## src/rtl/spi_chain_slave.sv

```systemverilog
`timescale 1ns/1ps
module spi_chain_slave #(
  parameter int WORD_W      = 16,
  parameter int BYTE_W      = 8,
  parameter int SYNC_STAGES = 2
) (
  input  logic              clk,
  input  logic              rst_n,
  input  logic              cs_n,
  input  logic              sclk,
  input  logic              sdi,
  output logic              sdo,
  output logic [WORD_W-1:0] rx_data,
  output logic              rx_valid,
  output logic              frame_err
);

  localparam int CNT_W = $clog2(WORD_W + 1);
  localparam int PH_W  = (BYTE_W > 1) ? $clog2(BYTE_W) : 1;
  localparam logic [CNT_W-1:0] FULL = CNT_W'(WORD_W);

  logic [SYNC_STAGES:0]   cs_pipe, sclk_pipe;
  logic [SYNC_STAGES-1:0] sdi_pipe;

  always_ff @(posedge clk) begin
    if (!rst_n) begin
      cs_pipe   <= '1;
      sclk_pipe <= '0;
      sdi_pipe  <= '0;
    end else begin
      cs_pipe   <= {cs_pipe[SYNC_STAGES-1:0], cs_n};
      sclk_pipe <= {sclk_pipe[SYNC_STAGES-1:0], sclk};
      sdi_pipe  <= {sdi_pipe[SYNC_STAGES-2:0], sdi};
    end
  end

  logic cs_s, cs_d, sclk_s, sclk_d, sdi_s;
  assign cs_s   = cs_pipe[SYNC_STAGES-1];
  assign cs_d   = cs_pipe[SYNC_STAGES];
  assign sclk_s = sclk_pipe[SYNC_STAGES-1];
  assign sclk_d = sclk_pipe[SYNC_STAGES];
  assign sdi_s  = sdi_pipe[SYNC_STAGES-1];

  logic sel, cs_fall, cs_rise, clk_fall, clk_rise;
  assign sel      = ~cs_s;
  assign cs_fall  = cs_d & ~cs_s;
  assign cs_rise  = ~cs_d & cs_s;
  assign clk_fall = sel & sclk_d & ~sclk_s;
  assign clk_rise = sel & ~sclk_d & sclk_s;

  logic [WORD_W-1:0] shreg;
  logic [CNT_W-1:0]  word_cnt;
  logic [PH_W-1:0]   phase;
  logic              word_full, frame_ok;

  assign word_full = (word_cnt == FULL);
  assign frame_ok  = word_full && (phase == '0);

  always_ff @(posedge clk) begin
    if (!rst_n) begin
      shreg    <= '0;
      word_cnt <= '0;
      phase    <= '0;
    end else if (cs_fall) begin
      shreg    <= '0;
      word_cnt <= '0;
      phase    <= '0;
    end else if (clk_fall) begin
      shreg <= {shreg[WORD_W-2:0], sdi_s};
      if (!word_full) word_cnt <= word_cnt + 1'b1;
      else            phase    <= phase + 1'b1;
    end
  end

  always_ff @(posedge clk) begin
    if (!rst_n)        sdo <= 1'b0;
    else if (cs_s)     sdo <= 1'b0;
    else if (clk_rise) sdo <= shreg[WORD_W-1];
  end

  always_ff @(posedge clk) begin
    if (!rst_n) begin
      rx_data   <= '0;
      rx_valid  <= 1'b0;
      frame_err <= 1'b0;
    end else begin
      rx_valid  <= cs_rise & frame_ok;
      frame_err <= cs_rise & ~frame_ok;
      if (cs_rise && frame_ok) rx_data <= shreg;
    end
  end

endmodule

```

## config.mk

```make
export PLATFORM = sky130hd
export DESIGN_NAME = spi_chain_slave
export DESIGN_NICKNAME = d
export VERILOG_FILES = /design/src/rtl/spi_chain_slave.sv
export SDC_FILE = /design/constraint.sdc
export NUM_CORES = 1
export LEC_CHECK = 0
export BUFFER_PORTS_ARGS = -buffer_cell sky130_fd_sc_hd__buf_4
export CORE_UTILIZATION = 50
export DETAILED_ROUTE_END_ITERATION = 16
export PLACE_DENSITY_LB_ADDON = 0.2
export SETUP_SLACK_MARGIN = 0.2
export SYNTH_ARGS = -nofsm -noshare
export SYNTH_HDL_FRONTEND = slang
export SYNTH_SLANG_ARGS = --single-unit
```

## constraint.sdc

```tcl
create_clock -name clk -period 2.03 [get_ports clk]
set_input_delay 0.406 -clock clk [delete_from_list [all_inputs] [get_ports clk]]
set_output_delay 0.406 -clock clk [all_outputs]
set_load 0.03 [all_outputs]
```

Yosys cells after proc, flatten, opt, wreduce, memory -nomap -nowiden
Cells that the tools add are included.
{"block": "word_totals", "elab_cells": 35, "regBits": 51, "out_inout_bits": 19}
{"block": "op_classes", "add_sub_neg": 2, "n_reduce_logical": 7, "bitwise_logic": 15, "n_eq_ne": 1}
{"operator": "bitwise AND 1 bit", "n": 8}
{"operator": "inverter 1 bit", "n": 7}
{"operator": "adder 5 x 1 -> 5 bit (second input constant)", "n": 1}
{"operator": "== test 5 bit (second input constant)", "n": 1}
{"operator": "AND reduction 2 bit", "n": 2}
{"operator": "OR reduction 2 bit", "n": 2}
{"operator": "adder 3 x 1 -> 3 bit (second input constant)", "n": 1}
{"operator": "logical NOT 3 bit", "n": 1}
{"operator": "logical AND 1 bit", "n": 2}

Logic depth before layout (Yosys ltp)
Gate-level depths: netlist (run 1).
{"block": "depth", "word_depth": 4, "depth_mapped": 8, "depth_no_buf": 5}

Least setup slack after synthesis (run 1)
Ideal clock, no wire load.
{"block": "synth_timing", "kind": "reg-to-reg", "startpoint": "register word_cnt[0]", "endpoint": "register rx_data[0]", "period_less_slack_ns": 1.596, "stages_incl_launch_ff": 9, "setup_slack_ns": 0.434, "required_ns": 1.958, "n_path_buf": 3, "t_arrival_ns": 1.525, "setup_time_ns": 0.072, "cell_sequence": "dfxtp_1 inv_1 ha_1 nand4bb_1 buf_2 nor4b_2 buf_4 buf_6 mux2i_1"}
{"block": "synth_via", "elab_chain_cells": 3}
{"element": "from (decl)", "line": "52", "rtl": "logic [CNT_W-1:0] word_cnt;"}
{"element": "from (signal assigned)", "line": "70", "rtl": "if (!word_full) word_cnt <= word_cnt + 1'b1;"}
{"element": "== test 5 bit", "line": "56", "rtl": "assign word_full = (word_cnt == FULL);"}
{"element": "logical AND 1 bit", "line": "57", "rtl": "assign frame_ok = word_full && (phase == '0);"}
{"element": "logical AND 1 bit", "line": "89", "rtl": "if (cs_rise && frame_ok) rx_data <= shreg;"}
{"element": "to (signal assigned)", "line": "89"}
{"element": "to (decl)", "line": "13", "rtl": "output logic [WORD_W-1:0] rx_data,"}
Every way passes these cells.
A chain may end at the register's enable or synchronous reset.

Final worst setup path (run 1)
{"block": "layout_timing", "startpoint": "register word_cnt[0]", "endpoint": "register rx_data[12]"}
Same word-level chain as after synthesis.

==> results.yml, run 1 <==
timing:
  max-slew-margin-rel_pct: 60.8
  slew_violations: 0
  tightest_slew_ns: 0.581
  hold_viol: 0
  setup_viol: 0
  rsz0062_at_grt: "no"
  fin_crit_sh_pct: 80.9
  skew_ns: 0.00705
  period_minus_slack_ns: 1.64
  setup-tns-final_ns: 0
  fmaxAchievable_mhz: 609
floorplan:
  rows: 22
  io_pins: 24
  start_util_pct: 52.6
  die_w_um: 64.3
  fp.dieArea_um2: 4140
  core-area_um2: 3690
  die_height_um: 64.3
routing:
  drt_iter0_markers: 114
  vias_per_cell: 4.99
  firstDrtPassIters: 4
  dr_total_vias: 1467
  wl_per_cell_um: 11.5
  drt_wl_total_um: 3390
  drc: 0
  detail-route-antenna-nets: 0
logic_synthesis:
  synth_cell_types: 27
  synth_area_leaders: "dfxtp_1 53%, nand2_1 12%, mux2i_1 8.8%"
  synth.largest_area_cell: "dfxtp_1"
  postSynthRegisterBits: 51
  ys_warn_count: 0
  synth_adder_area_share_pct: 2.58
  synth.cell_area_um2: 1940
  synthCells: 221
  syn-mean-instance-area_um2: 8.79
  ys_seq_area_share_pct: 52.6
  synth_compound_area_share_pct: 8.76
  synth_xor_area_share_pct: 0
  syn-num-nets: 230
  synthSimpleGateAreaFrac_pct: 22.4
  synth_top_area_share_pct: 52.6
  synth_top_family_by_area: "simple AND/OR/NAND/NOR gates"
  synth_mux_area_share_pct: 8.76
place:
  place.gp.congestion: 0.731
  dp_hpwl_um: 2220
  io_buffers: 23
  place_area_um2: 2180
cts:
  htreeDepth: 2
  cts.clk_slew.worst_paths_ns: 0.09
  cts_tree: "done"
  cts_buffers: 5
  cts_sinks: 51
  clockBufferDepth: 2
  cts_setup_buffers: 0
  postCtsHoldBufs: 0
  cts-resized-gates: 0
  root_buffer: "clkbuf_8"
  clk_latency_ns: 0.30
hold_path:
  hold_class: "primary input to flip-flop"
setup_path:
  crit_path_end_kind: "flip-flop"
  path_buf_inv: 2
  cp_data_required_time_ns: 2.26
  start_kind: "flip-flop"
  cp_slowest_cell: "dfxtp_1"
  max_stage_delay_ns: 0.34
  cp.arrival_ns: 1.87
  critPathMaxFanout: 16
  path_cells: "inv_1, ha_1, nand4bb_1, nor4b_4, buf_4, mux2i_1"
  crit_family: "simple AND/OR/NAND/NOR gates"
  worstSetupPathType: "flip-flop to flip-flop"
grt:
  grt_usage_pct: 18.3
  antenna_found_initial: 0
  grt_max_degree: 31
  grt_pass1_wl_um: 5830
  grt.overflow.total: 0
  grt_pass1_vias: 1314
power_and_ir_drop:
  peakVddDrop_uv: 398
  leakage_nw: 0.825
  p_per_area_nw_per_um2: 721
finish:
  stdcell_area_um2: 2270
  antennaDiodeCount: 0
  syn2layout_area_growth_pct: 17.1
  finalNetCount: 254
  drive_gt1_share_pct: 16.7
outcome:
  status: "finished, final reports clean"
flow_run:
  cap_violations: 0
worst register-to-register path: cells and delay by family, from the launching register on:
family | cells | cell delay (ns)
DFF | 1 | 0.34
muxes | 1 | 0.23
and+or+nand+nor | 2 | 0.45
adders and majority gates | 1 | 0.16
buffers and inverters | 2 | 0.39
logic make-up after synthesis:
kind of cell    count (synthesis)
simple gates                   94
flops                          51
compound gates                 33
buf+inv                        22
mux                            17
fa+ha+maj                       4
state kept, by name, summed over array words and instances (netlist names):
name       flops
sdo            1
shreg         16
sclk_pipe      3
frame_err      1
rx_valid       1
word_cnt       5
sdi_pipe       2
phase          3
rx_data       16
cs_pipe        3
metal layers:
metal,share of wire (%),GRT usage (%)
met5,0,0
met4,1.7,8.33
met3,3.5,4.46
met2,43,28.9
met1,52,23.2
report_power, final:
group / total [mW] / internal (mW) / switching [mW]
clock network: 0.589 / 0.249 / 0.340
logic: 0.0412 / 0.0141 / 0.0270
registers: 1.01 / 1.01 / 0.00423
Yosys cell counts:
master	count
nand4bb_1	1
buf_6	1
nor3_1	1
nor4b_2	1
nor4bb_1	1
or3b_1	1
mux2i_1	17
a21o_1	1
nor2_1	3
buf_4	1
nand2b_1	5
inv_1	8
clkbuf_1	10
and2_1	5
nand3_1	7
or3_1	1
o31ai_1	1
or4_1	2
nand2_1	64
and3_1	1
a21oi_1	24
o21ai_1	1
nor3b_1	1
dfxtp_1	51
ha_1	4
buf_2	2
o21ai_0	6
worst paths after layout:
kind,cells past startpoint,startpoint,slack [ns],to
worst max-delay path,6,word_cnt[0]$_SDFFE_PP0P_,0.39,rx_data[12]$_SDFFE_PN0P_
worst min-delay path,2,cs_n,0.29,cs_pipe[0]$_SDFF_PN1_
worst max register to register,6,word_cnt[0]$_SDFFE_PP0P_,0.39,rx_data[12]$_SDFFE_PN0P_
worst min register to register,1,sdi_pipe[0]$_SDFF_PN0_,0.44,sdi_pipe[1]$_SDFF_PN0_
final cells by class:
type / count / area, µm²
clock buffer: 5 / 68.8
clock inverter: 3 / 23.8
fill: 321 / 1410
inverter: 8 / 30.0
multi-input combinational: 148 / 838
sequential: 51 / 1020
tap: 48 / 60.1
timing repair buffer: 31 / 233
cell usage in the layout (no fill, tap or decap), types with 2 or more instances in the layout:
cell type	count
a21oi_1	24
and2_1	5
buf_4	31
clkbuf_8	5
dfxtp_1	51
ha_1	4
inv_1	8
mux2i_1	17
nand2_1	64
nand2b_1	5
nand3_1	7
nor2_1	3
o21ai_0	6
or4_1	2
stage by stage:
step	hold WS [ns]	power (mW)	utilization, %	std cells	worst slack (ns)
global route	0.291	1.70	61.7	294	0.222
CTS	0.293	1.66	61.7	294	0.371
global placement	0.407	1.08	59.2	286	0.435
floorplan	0.386	1.06	-	221	0.434
finish	0.290	1.64	61.7	294	0.388
detailed placement	0.421	1.08	59.2	286	0.395
Power figures use the tool's default switching activity.
==> run 2, diff against run 1 <==
==> constraint.sdc (replaced) <==
create_clock -name clk -period 1.5 [get_ports clk]
set_input_delay 0.3 -clock clk [delete_from_list [all_inputs] [get_ports clk]]
set_output_delay 0.3 -clock clk [all_outputs]
set_load 0.03 [all_outputs]
==> run 2 against run 1 <==
The run now ends with negative setup slack left. Core utilization is 9.2 points higher. Largest power group unchanged. Worst hold slack worse by 0.12 ns. First-iteration DRC count is 39% lower. Fmax is 7.3% higher. Design area is 15% higher. Power is 49% higher.
==> results.yml, run 2 (same netlist as run 1, synthesis figures left out) <==
outcome:
  status: "complete, but fails checks"
  violations: "negative setup slack"
cts:
  postCtsHoldBufs: 0
  clk_latency_ns: 0.31
  clockBufferDepth: 2
  cts_tree: "done"
  cts_buffers: 5
  htreeDepth: 2
  cts.clk_slew.worst_paths_ns: 0.09
  cts_sinks: 51
  root_buffer: "clkbuf_8"
finish:
  drive_gt1_share_pct: 34.6
  final_common_cell: "nand2_1"
  num-fill-cells: 271
  final_cell_mix: "54 x nand2_1, 44 x dfxtp_1, 37 x buf_4"
  finalNetCount: 268
  largestRegisters: "rx_data (16), shreg (16), word_cnt (5)"
  antennaDiodeCount: 0
  stdcell_count: 308
  syn2layout_area_growth_pct: 34.5
  fin_util_pct: 70.8
grt:
  grt_pass1_vias: 1477
  antenna_found_initial: 0
  grt_pass1_wl_um: 6680
  grt.overflow.total: 0
  grt_usage_pct: 21.6
  grt_max_degree: 38
routing:
  drc: 0
  vias_per_cell: 5.13
  firstDrtPassIters: 4
  detail-route-antenna-nets: 0
  wl_per_cell_um: 13.8
  drt_wl_total_um: 4250
  drt_iter0_markers: 69
  dr_total_vias: 1580
power_and_ir_drop:
  p_per_area_nw_per_um2: 933
  peakVddDrop_uv: 772
  leakage_nw: 0.952
  power_mw: 2.44
setup_path:
  worstRegToRegCells: 6
  critPathMaxFanout: 6
  path_cells: "inv_2, ha_4, nand4bb_4, nor4b_4, buf_6, mux2i_1"
  start_kind: "flip-flop"
  rr_endpoint: "rx_data[7]$_SDFFE_PN0P_"
  max_stage_delay_ns: 0.37
  cp_slowest_cell: "nor4b_4"
  cp.arrival_ns: 1.77
  r2r_start: "word_cnt[0]$_SDFFE_PP0P_"
  crit_path_end_kind: "flip-flop"
  rrSetupSlack_ns: -0.03
  cp_data_required_time_ns: 1.74
  worstSetupPathType: "flip-flop to flip-flop"
floorplan:
  rows: 22
  io_pins: 24
  die_w_um: 64.3
  core-area_um2: 3690
  die_height_um: 64.3
  start_util_pct: 52.6
  fp.dieArea_um2: 4140
hold_path:
  hold_class: "primary input to flip-flop"
  hold_start: "cs_n"
  min_to: "cs_pipe[0]$_SDFF_PN1_"
  hold_depth: 2
timing:
  tightest_slew_ns: 0.370
  fin_ws_ns: -0.0299
  max-slew-margin-rel_pct: 75.2
  setup_viol: 3
  hold_viol: 0
  skew_ns: 0.00565
  fmaxAchievable_mhz: 654
  period_minus_slack_ns: 1.53
  timing.hold.ws_ns: 0.167
  rsz0062_at_grt: "yes"
  slew_violations: 0
  fin_crit_sh_pct: 102
place:
  io_buffers: 23
  dp_hpwl_um: 2510
  placedCellCount: 290
  place.gp.congestion: 0.768
flow_run:
  cap_violations: 0
==> run 2: critical path, delay by kind of cell (launching register included) <==
family	cells	cell delay, ns
buffers and inverters	2	0.27
adder cells (fa/ha/maj)	1	0.15
AND/OR/NAND/NOR	2	0.50
flip-flops	1	0.33
multiplexers	1	0.20
==> run 2: through the flow <==
stage | setup slack (ns) | instance area [µm²] | setup TNS [ns]
global placement | -0.0637 | 2250 | -0.724
detailed placement | -0.128 | 2250 | -1.48
floorplan | -0.0716 | 1980 | -0.716
finish | -0.0299 | 2610 | -0.0750
global route | -0.113 | 2610 | -1.15
CTS | 0.00448 | 2450 | 0
==> run 2: how the worst max path moves through the flow <==
stage	start	to	slack, ns	cells past startpoint
after floorplan	word_cnt[1]$_SDFFE_PP0P_	rx_data[0]$_SDFFE_PN0P_	-0.07	8
after global placement	word_cnt[1]$_SDFFE_PP0P_	rx_data[2]$_SDFFE_PN0P_	-0.06	6
after detailed placement	word_cnt[1]$_SDFFE_PP0P_	rx_data[10]$_SDFFE_PN0P_	-0.13	6
after CTS	word_cnt[0]$_SDFFE_PP0P_	rx_data[7]$_SDFFE_PN0P_	0.004	6
after global routing	word_cnt[0]$_SDFFE_PP0P_	rx_data[7]$_SDFFE_PN0P_	-0.11	6
final	word_cnt[0]$_SDFFE_PP0P_	rx_data[7]$_SDFFE_PN0P_	-0.03	6
==> run 2: power breakdown <==
group / total [mW] / switching, mW / internal [mW]
registers: 1.37 / 0.00423 / 1.36
logic: 0.0626 / 0.0396 / 0.0230
clock network: 1.01 / 0.460 / 0.549
total: 2.44 / 0.504 / 1.93
==> run 2: per-layer routing <==
metal	part of all wire [%]	track usage (%)	vias up
met3	5.0	6.43	10
met4	2.1	10.0	0
met2	48	35.3	43
met1	44	25.8	727
met5	0	0	-
li1	-	-	800
==> run 2: timing repair <==
item | 4_1_cts | 5_1_grt
setup endpoints to repair | 39 | 26
pin swaps | 5 | 14
cloned | 1 | 1
endpoints found under the hold margin | 0 | 0
buffers inserted | 3 | 5
gates resized for setup | 12 | 31
==> run 2: cell type report <==
type / count / area, µm² / area share [%]
Inverter: 8 / 30.0 / 1.15
Clock inverter: 2 / 38.8 / 1.48
Tap cell: 48 / 60.1 / 2.30
Clock buffer: 6 / 82.6 / 3.16
Sequential cell: 51 / 1030 / 39.4
Timing Repair Buffer: 45 / 399 / 15.3
Multi-Input combinational cell: 148 / 972 / 37.2
==> run 3, diff against run 2 <==
--- a/config.mk
+++ b/config.mk
@@ -8,6 +8,7 @@
 export BUFFER_PORTS_ARGS = -buffer_cell sky130_fd_sc_hd__buf_4
 export CORE_UTILIZATION = 50
 export DETAILED_ROUTE_END_ITERATION = 16
+export GPL_TIMING_DRIVEN = 0
 export PLACE_DENSITY_LB_ADDON = 0.2
 export SETUP_SLACK_MARGIN = 0.2
 export SYNTH_ARGS = -nofsm -noshare
==> run 3 against run 2 <==
The flow still finishes with violations (negative setup slack). Combinational power rose by 25%. Sequential share of layout area fell by 2.3 points. Register-to-register slack got worse by 0.14 ns. Routed wire length rose by 7.9%. Worst hold slack improved by 0.021 ns. Critical endpoint is now rx_data[5]$_SDFFE_PN0P_. Largest cell class unchanged. Highest routed layer unchanged.
==> results.yml, run 3 (same netlist as run 1, synthesis figures left out) <==
outcome:
  status: "complete, but fails checks"
  violations: "negative setup slack"
place:
  place.gp.congestion: 0.740
  io_buffers: 23
  dp_hpwl_um: 2420
cts:
  cts_sinks: 51
  clk_latency_ns: 0.30
  cts_tree: "done"
  cts.clk_slew.worst_paths_ns: 0.09
  cts_buffers: 5
  htreeDepth: 2
  postCtsHoldBufs: 0
  root_buffer: "clkbuf_8"
  clockBufferDepth: 2
routing:
  drt_iter0_markers: 77
  detail-route-antenna-nets: 0
  wl_per_cell_um: 14.4
  dr_total_vias: 1630
  vias_per_cell: 5.11
  drc: 0
  firstDrtPassIters: 4
  drt_wl_total_um: 4580
grt:
  grt_pass1_vias: 1503
  grt_usage_pct: 21.9
  grt_max_degree: 15
  grt.overflow.total: 0
  grt_use_met2_pct: 35.5
  grt_pass1_wl_um: 6790
  use_met3_pct: 6.96
  antenna_found_initial: 0
  use_met1_pct: 26.4
  top_usage_layer: "met2"
timing:
  hold_viol: 0
  tightest_slew_ns: 0.584
  max-slew-margin-rel_pct: 60.5
  period_minus_slack_ns: 1.67
  skew_ns: 0.00808
  setup_viol: 21
  fin_crit_sh_pct: 111
  fin_ws_ns: -0.168
  timing.hold.ws_ns: 0.187
  rsz0062_at_grt: "yes"
  fmaxAchievable_mhz: 600
  slew_violations: 0
floorplan:
  core-area_um2: 3690
  start_util_pct: 52.6
  rows: 22
  die_w_um: 64.3
  die_height_um: 64.3
  io_pins: 24
  fp.dieArea_um2: 4140
power_and_ir_drop:
  leakage_nw: 1.00
  peakVddDrop_uv: 716
  p_per_area_nw_per_um2: 808
finish:
  final_common_cell: "nand2_1"
  final_cell_mix: "47 x nand2_1, 46 x dfxtp_1, 32 x buf_4"
  num-fill-cells: 252
  fin_util_pct: 75.3
  antennaDiodeCount: 0
  drive_gt1_share_pct: 41.0
  largestRegisters: "rx_data (16), shreg (16), word_cnt (5)"
  syn2layout_area_growth_pct: 43.0
  finalNetCount: 280
hold_path:
  hold_class: "primary input to flip-flop"
setup_path:
  critPathMaxFanout: 4
  worstSetupPathType: "flip-flop to flip-flop"
  crit_path_end_kind: "flip-flop"
  cp_data_required_time_ns: 1.73
  cp.arrival_ns: 1.90
  start_kind: "flip-flop"
flow_run:
  cap_violations: 0
[run 3: critical path, stage by stage, from the launching register on]
cell,delay (ns)
dfxtp_2,0.34
inv_2,0.06
ha_4,0.13
nand4bb_1,0.14
buf_6,0.16
nor4b_4,0.26
buf_6,0.17
buf_6,0.13
mux2i_1,0.20
[run 3: layout make-up]
cell class	instances	area, µm²	area share, %
multi-input combinational	148	1030	37.0
tap	48	60.1	2.16
clock inverter	1	5.00	0.180
timing repair buffer	43	395	14.2
sequential	51	1030	37.1
buffer	14	148	5.32
inverter	8	30.0	1.08
clock buffer	6	82.6	2.97
[run 3: metrics by stage]
| step | TNS (ns) | power, mW | std cells | area (µm²) | worst slack [ns] |
|---|---|---|---|---|---|
| final | -2.60 | 2.24 | 319 | 2780 | -0.168 |
| after global routing | -3.40 | 2.30 | 319 | 2780 | -0.213 |
| after global placement | -2.00 | 1.46 | 292 | 2210 | -0.197 |
| after detailed placement | -2.88 | 1.46 | 292 | 2210 | -0.255 |
| after CTS | -2.06 | 2.24 | 309 | 2530 | -0.162 |
| after floorplan | -0.716 | 1.43 | 221 | 1980 | -0.0716 |
[run 3: layer usage]
metal | up-vias | share of wire [%] | wire (µm)
met3 | 11 | 4.2 | 192
met5 | - | 0 | 0
li1 | 827 | - | -
met1 | 758 | 46 | 2100
met4 | 0 | 1.9 | 89
met2 | 34 | 48 | 2200
[run 3: final timing paths]
kind	from	endpoint	slack [ns]	cells past startpoint
worst max-delay path	word_cnt[1]$_SDFFE_PP0P_	rx_data[5]$_SDFFE_PN0P_	-0.17	8
worst min-delay path	cs_n	cs_pipe[0]$_SDFF_PN1_	0.19	2
worst max register to register	word_cnt[1]$_SDFFE_PP0P_	rx_data[5]$_SDFFE_PN0P_	-0.17	8
worst min register to register	sclk_pipe[0]$_SDFF_PN0_	sclk_pipe[1]$_SDFF_PN0_	0.44	1
[run 3: power by group]
part / switching (mW) / total (mW) / internal [mW]
Sequential: 0.00479 / 1.37 / 1.36
Combinational: 0.0494 / 0.0784 / 0.0290
Clock: 0.435 / 0.798 / 0.363
[run 3: timing repair]
action,CTS,global route
endpoints found under the setup margin,40,41
resized for setup,47,40
cloned,0,3
pin swaps,26,7
setup buffers,10,7
